<file path="config.mk">
export PLATFORM = sky130hd
export DESIGN_NAME = mii_crs_col_gen
export DESIGN_NICKNAME = d
export VERILOG_FILES = /design/src/rtl/mii_crs_col_pkg.sv /design/src/rtl/mii_coltest_timer.sv /design/src/rtl/mii_heartbeat_gen.sv /design/src/rtl/mii_crs_col_gen.sv
export SDC_FILE = /design/constraint.sdc
export NUM_CORES = 1
export LEC_CHECK = 0
export BUFFER_PORTS_ARGS = -buffer_cell sky130_fd_sc_hd__buf_2
export CAP_MARGIN = 40
export CORE_MARGIN = 1
export CORE_UTILIZATION = 49
export DETAILED_ROUTE_END_ITERATION = 10
export HOLD_SLACK_MARGIN = 0.03
export PLACE_DENSITY = 0.8
export SYNTH_ARGS = -nofsm -noshare
export SYNTH_HDL_FRONTEND = slang
export SYNTH_HIERARCHICAL = 1
export SYNTH_SLANG_ARGS = --single-unit
</file>
<file path="constraint.sdc">
create_clock -name clk -period 1.6 [get_ports clk]
set_input_delay 0 -clock clk [delete_from_list [all_inputs] [get_ports clk]]
set_output_delay 0 -clock clk [all_outputs]
set_load 0.005 [all_outputs]
</file>
<file path="src/rtl/mii_crs_col_pkg.sv">
package mii_crs_col_pkg;

  typedef enum logic [1:0] {
    HB_IDLE  = 2'd0,
    HB_WAIT  = 2'd1,
    HB_PULSE = 2'd2
  } hb_state_t;

  // True when a counter that starts at zero is on its final tick of a span of len ticks.
  function automatic logic span_done(input int unsigned cnt, input int unsigned len);
    return (cnt + 1) >= len;
  endfunction

endpackage

</file>
<file path="src/rtl/mii_coltest_timer.sv">
module mii_coltest_timer #(
  parameter int unsigned RISE_TICKS = 2
) (
  input  logic clk,
  input  logic rst_n,
  input  logic col_test,
  input  logic tx_en,
  input  logic bit_tick,
  output logic test_on
);
  import mii_crs_col_pkg::*;

  localparam int CW = $clog2(RISE_TICKS + 1);

  logic [CW-1:0] rise_cnt;

  always_ff @(posedge clk) begin
    if (!rst_n || !col_test) begin
      rise_cnt <= '0;
      test_on  <= 1'b0;
    end else if (tx_en) begin
      if (bit_tick && !test_on) begin
        if (span_done(int'(rise_cnt), RISE_TICKS)) test_on <= 1'b1;
        else rise_cnt <= rise_cnt + 1'b1;
      end
    end else begin
      rise_cnt <= '0;
      if (bit_tick) test_on <= 1'b0;
    end
  end

  // a tick with transmit low always clears the test collision
  a_r5_clear_on_tick: assert property (@(posedge clk) disable iff (!rst_n)
    (col_test && !tx_en && bit_tick) |=> !test_on);

  // once raised, the test collision holds while transmit stays high
  a_r4_hold_while_tx: assert property (@(posedge clk) disable iff (!rst_n)
    (col_test && tx_en && test_on) |=> test_on);

endmodule

</file>
<file path="src/rtl/mii_heartbeat_gen.sv">
module mii_heartbeat_gen #(
  parameter int unsigned DELAY_TICKS = 20,
  parameter int unsigned WIDTH_TICKS = 10
) (
  input  logic clk,
  input  logic rst_n,
  input  logic tx_en,
  input  logic speed_10,
  input  logic hb_disable,
  input  logic bit_tick,
  output logic hb_pulse,
  output logic hb_busy
);
  import mii_crs_col_pkg::*;

  localparam int unsigned MAXT = (DELAY_TICKS > WIDTH_TICKS) ? DELAY_TICKS : WIDTH_TICKS;
  localparam int CW = $clog2(MAXT + 1);

  hb_state_t     state;
  logic [CW-1:0] cnt;
  logic          tx_d;
  logic          tx_fall;

  assign tx_fall  = tx_d && !tx_en;
  assign hb_pulse = (state == HB_PULSE);
  assign hb_busy  = (state != HB_IDLE);

  always_ff @(posedge clk) begin
    if (!rst_n) begin
      tx_d  <= 1'b0;
      state <= HB_IDLE;
      cnt   <= '0;
    end else begin
      tx_d <= tx_en;
      if (tx_en || hb_disable) begin
        state <= HB_IDLE;
        cnt   <= '0;
      end else if (tx_fall) begin
        state <= speed_10 ? HB_WAIT : HB_IDLE;
        cnt   <= '0;
      end else if (bit_tick) begin
        case (state)
          HB_WAIT: begin
            if (span_done(int'(cnt), DELAY_TICKS)) begin
              state <= HB_PULSE;
              cnt   <= '0;
            end else cnt <= cnt + 1'b1;
          end
          HB_PULSE: begin
            if (span_done(int'(cnt), WIDTH_TICKS)) begin
              state <= HB_IDLE;
              cnt   <= '0;
            end else cnt <= cnt + 1'b1;
          end
          default: cnt <= '0;
        endcase
      end
    end
  end

  // transmit activity drops any heartbeat by the next cycle
  a_r8_cancel_on_tx: assert property (@(posedge clk) disable iff (!rst_n)
    tx_en |=> !hb_busy);

  // the disable control leaves nothing pending
  a_r7_disable_idle: assert property (@(posedge clk) disable iff (!rst_n)
    hb_disable |=> !hb_busy);

  // the pulse starts only from the waiting phase on a tick
  a_r6_pulse_entry: assert property (@(posedge clk) disable iff (!rst_n)
    $rose(hb_pulse) |-> ($past(state) == HB_WAIT) && $past(bit_tick));

endmodule

</file>
<file path="src/rtl/mii_crs_col_gen.sv">
module mii_crs_col_gen #(
  parameter int unsigned TEST_RISE_TICKS = 2,
  parameter int unsigned HB_DELAY_TICKS  = 20,
  parameter int unsigned HB_WIDTH_TICKS  = 10
) (
  input  logic clk,
  input  logic rst_n,
  input  logic tx_en,
  input  logic rx_crs,
  input  logic full_duplex,
  input  logic repeater,
  input  logic speed_10,
  input  logic col_test,
  input  logic hb_disable,
  input  logic bit_tick,
  output logic crs,
  output logic col
);

  logic test_on;
  logic hb_pulse;
  logic hb_busy;
  logic overlap;
  logic tx_counts;

  mii_coltest_timer #(.RISE_TICKS(TEST_RISE_TICKS)) u_test (
    .clk      (clk),
    .rst_n    (rst_n),
    .col_test (col_test),
    .tx_en    (tx_en),
    .bit_tick (bit_tick),
    .test_on  (test_on)
  );

  mii_heartbeat_gen #(.DELAY_TICKS(HB_DELAY_TICKS), .WIDTH_TICKS(HB_WIDTH_TICKS)) u_hb (
    .clk        (clk),
    .rst_n      (rst_n),
    .tx_en      (tx_en),
    .speed_10   (speed_10),
    .hb_disable (hb_disable),
    .bit_tick   (bit_tick),
    .hb_pulse   (hb_pulse),
    .hb_busy    (hb_busy)
  );

  assign tx_counts = tx_en && !full_duplex && !repeater;
  assign overlap   = tx_en && rx_crs;
  assign crs       = rx_crs || tx_counts;
  assign col       = !full_duplex && (overlap || test_on || hb_pulse);

  // no collision in full duplex
  a_r3_fd_quiet: assert property (@(posedge clk) disable iff (!rst_n)
    full_duplex |-> !col);

  // half-duplex overlap always shows as collision
  a_r2_overlap: assert property (@(posedge clk) disable iff (!rst_n)
    (!full_duplex && tx_en && rx_crs) |-> col);

  // received carrier always reaches carrier sense
  a_r1_rx_carrier: assert property (@(posedge clk) disable iff (!rst_n)
    rx_crs |-> crs);

  // at the fast speed a heartbeat never begins
  a_r9_no_fast_hb: assert property (@(posedge clk) disable iff (!rst_n)
    (!speed_10 && !hb_busy) |=> !hb_busy);

endmodule

</file>
==> flow_summary.ini <==
[sta]
maxSlewHeadroom_pct = 76.4
worstMarginPinSlew_ns = 0.354
report.final.slew_viol_count = 0
period_share_pct = 103
rsz0062_at_grt = yes
fin_ws_ns = -0.0525
fin_worst_skew_ns = 0.0122
hold_violations = 0
period_minus_slack_ns = 1.65
setup_viol = 3
fmax_ghz = 0.605

[route]
drc = 0
ant_nets = 0
drtIter0Drc = 16
via_count = 780
post_drt_wl_per_cell_um = 15.3
dr.pass1.iters = 4
wirelength_um = 2060
via_per_inst = 5.78

[floorplan]
initial_core_util_pct = 53.3
die_x_um = 43.0
ios = 12
design.core.area_mm2 = 0.00154
die_h_um = 43.0
rows = 14
dieArea_mm2 = 0.00185

[critical_path]
start_kind = flop
setup.worst_path.end_class = flop
cp_slowest_cell = dfxtp_4
cp.required_ns = 1.80
crit_fanout = 7
path_cells = ha_4 > buf_4 > a31oi_1 > o221a_4 > nor3b_2 > a221oi_2
crit_arrival_ns = 1.85
setup.worst_path.class = reg2reg
max_stage_delay_ns = 0.37

[placed_design]
dp_slack_ns = -0.162
placed_cell_area_um2 = 945
gp_congestion = 0.753
dpl.cell_count = 123
hpwl_um = 1250
io_buffers = 11

[clocking]
numCtsBuffers = 3
clk_latency_ns = 0.28
clk_pin_slew_worst_paths_ns = 0.08
cts_tree = built
root_buffer = clkbuf_4
htreeDepth = 1
clock_path_buffers = 2
cts.sink_count = 11

[run]
drv_cap = 0

[synth]
syn_area_um2 = 822
synthesis.nets = 107
yosysWarnings = 6
avgSynthCellArea_um2 = 9.03
synth_cells = 91

[grt]
gr-total-overflow = 0
grt_pass1_vias = 725
antenna_found_initial = 0
grt_max_degree = 17
grt.total_usage_pct = 21.7
grt_pass1_wl_um = 3010

[pwr]
p_seq_share_pct = 51.4
p_sw_share_pct = 24.6
p_switching_uw = 131
p_total_uw = 533
power_density_mw_per_mm2 = 470
clockPowerShare_pct = 37.0
p_int_uw = 402
irDropWorstVdd_mv = 0.498
p_leak_nw = 0.407
combinationalPowerShare_pct = 11.6

[final_layout]
final_util_pct = 73.6
fin_cells = 135
num-fill-cells = 105
diodes = 0
design_area_mm2 = 0.00113
synthToLayoutAreaGrowth_pct = 38.1
nets = 136
drive_gt1_share_pct = 42.0

[status]
status = finished, violations left
violations = setup timing

[hold_path]
hp-class = in2reg
registers in the layout, indices dropped and copies added (netlist names):
signal / flops
u_hb/state: 2
u_test/rise_cnt: 2
u_test/test_on: 1
u_hb/tx_d: 1
u_hb/cnt: 5
metrics by stage:
stage / hold slack [ns] / TNS (ns)
after detailed placement: 0.236 / -0.441
after global placement: 0.231 / -0.229
final: 0.0894 / -0.0892
after floorplan: 0.0311 / -0.0330
after CTS: 0.0303 / -0.137
after global routing: 0.0962 / -0.680
worst max-delay path: cells and delay by family, from the launching register on:
kind                       cells  cell delay [ns]
AOI/OAI and AO/OA              3             0.81
buffers and inverters          1             0.15
DFF                            1             0.37
adders and majority gates      1             0.19
and+or+nand+nor                1             0.07
power groups by stage:
| stage | Sequential (mW) | Combinational (mW) | Clock [mW] |
|---|---|---|---|
| global route | 0.274 | 0.0670 | 0.216 |
| CTS | 0.276 | 0.0559 | 0.200 |
| detailed placement | 0.284 | 0.0497 | 0 |
| finish | 0.274 | 0.0617 | 0.198 |
| floorplan | 0.284 | 0.0262 | 0 |
| global placement | 0.284 | 0.0486 | 0 |
path summary, 6_finish.rpt:
path / start / to / slack, ns / cells past startpoint
worst max-delay path: u_hb/cnt[0] / u_hb/state[1] / -0.05 / 6
worst min-delay path: tx_en / u_hb/tx_d / 0.09 / 2
worst max register to register: u_hb/cnt[0] / u_hb/state[1] / -0.05 / 6
worst min register to register: u_test/rise_cnt[1] / u_test/rise_cnt[1] / 0.47 / 2
metal layers:
| layer | GRT usage (%) | up-vias | routed length [µm] |
|---|---|---|---|
| li1 | - | 393 | - |
| met1 | 26.3 | 368 | 928 |
| met4 | 7.27 | 0 | 24 |
| met3 | 6.38 | 5 | 77 |
| met5 | 0 | - | 0 |
| met2 | 36.4 | 14 | 1030 |
cells in the final DEF, fill, tap and decap left out, drive strengths merged, types with 2 or more instances in the layout:
| cell type | count |
|---|---|
| a21oi | 3 |
| a31oi | 4 |
| and2 | 3 |
| buf | 25 |
| clkbuf | 4 |
| dfxtp | 11 |
| dlygate4sd3 | 4 |
| ha | 6 |
| inv | 6 |
| mux2i | 2 |
| nand2 | 5 |
| nand2b | 6 |
| nand3 | 3 |
| nand4 | 4 |
| nor2 | 5 |
| nor3b | 5 |
| o2111ai | 3 |
| o211ai | 2 |
repair_timing:
item | in CTS | in global routing
pin swaps | 2 | 5
setup buffers | 1 | 2
endpoints found under the setup margin | 6 | 7
resized for setup | 7 | 12
hold buffers | 3 | 1
gates cloned | 0 | 1
endpoints found under the hold margin | 2 | 1
area by class of cell:
class / instances / area [µm²] / area share [%]
clock buffer: 4 / 26.3 / 2.32
inverter: 6 / 22.5 / 1.98
multi-input combinational: 69 / 633 / 55.8
sequential: 11 / 229 / 20.2
tap: 16 / 20.0 / 1.76
timing repair buffer: 29 / 204 / 18.0
Note: power is estimated with default switching activity, not from simulation.
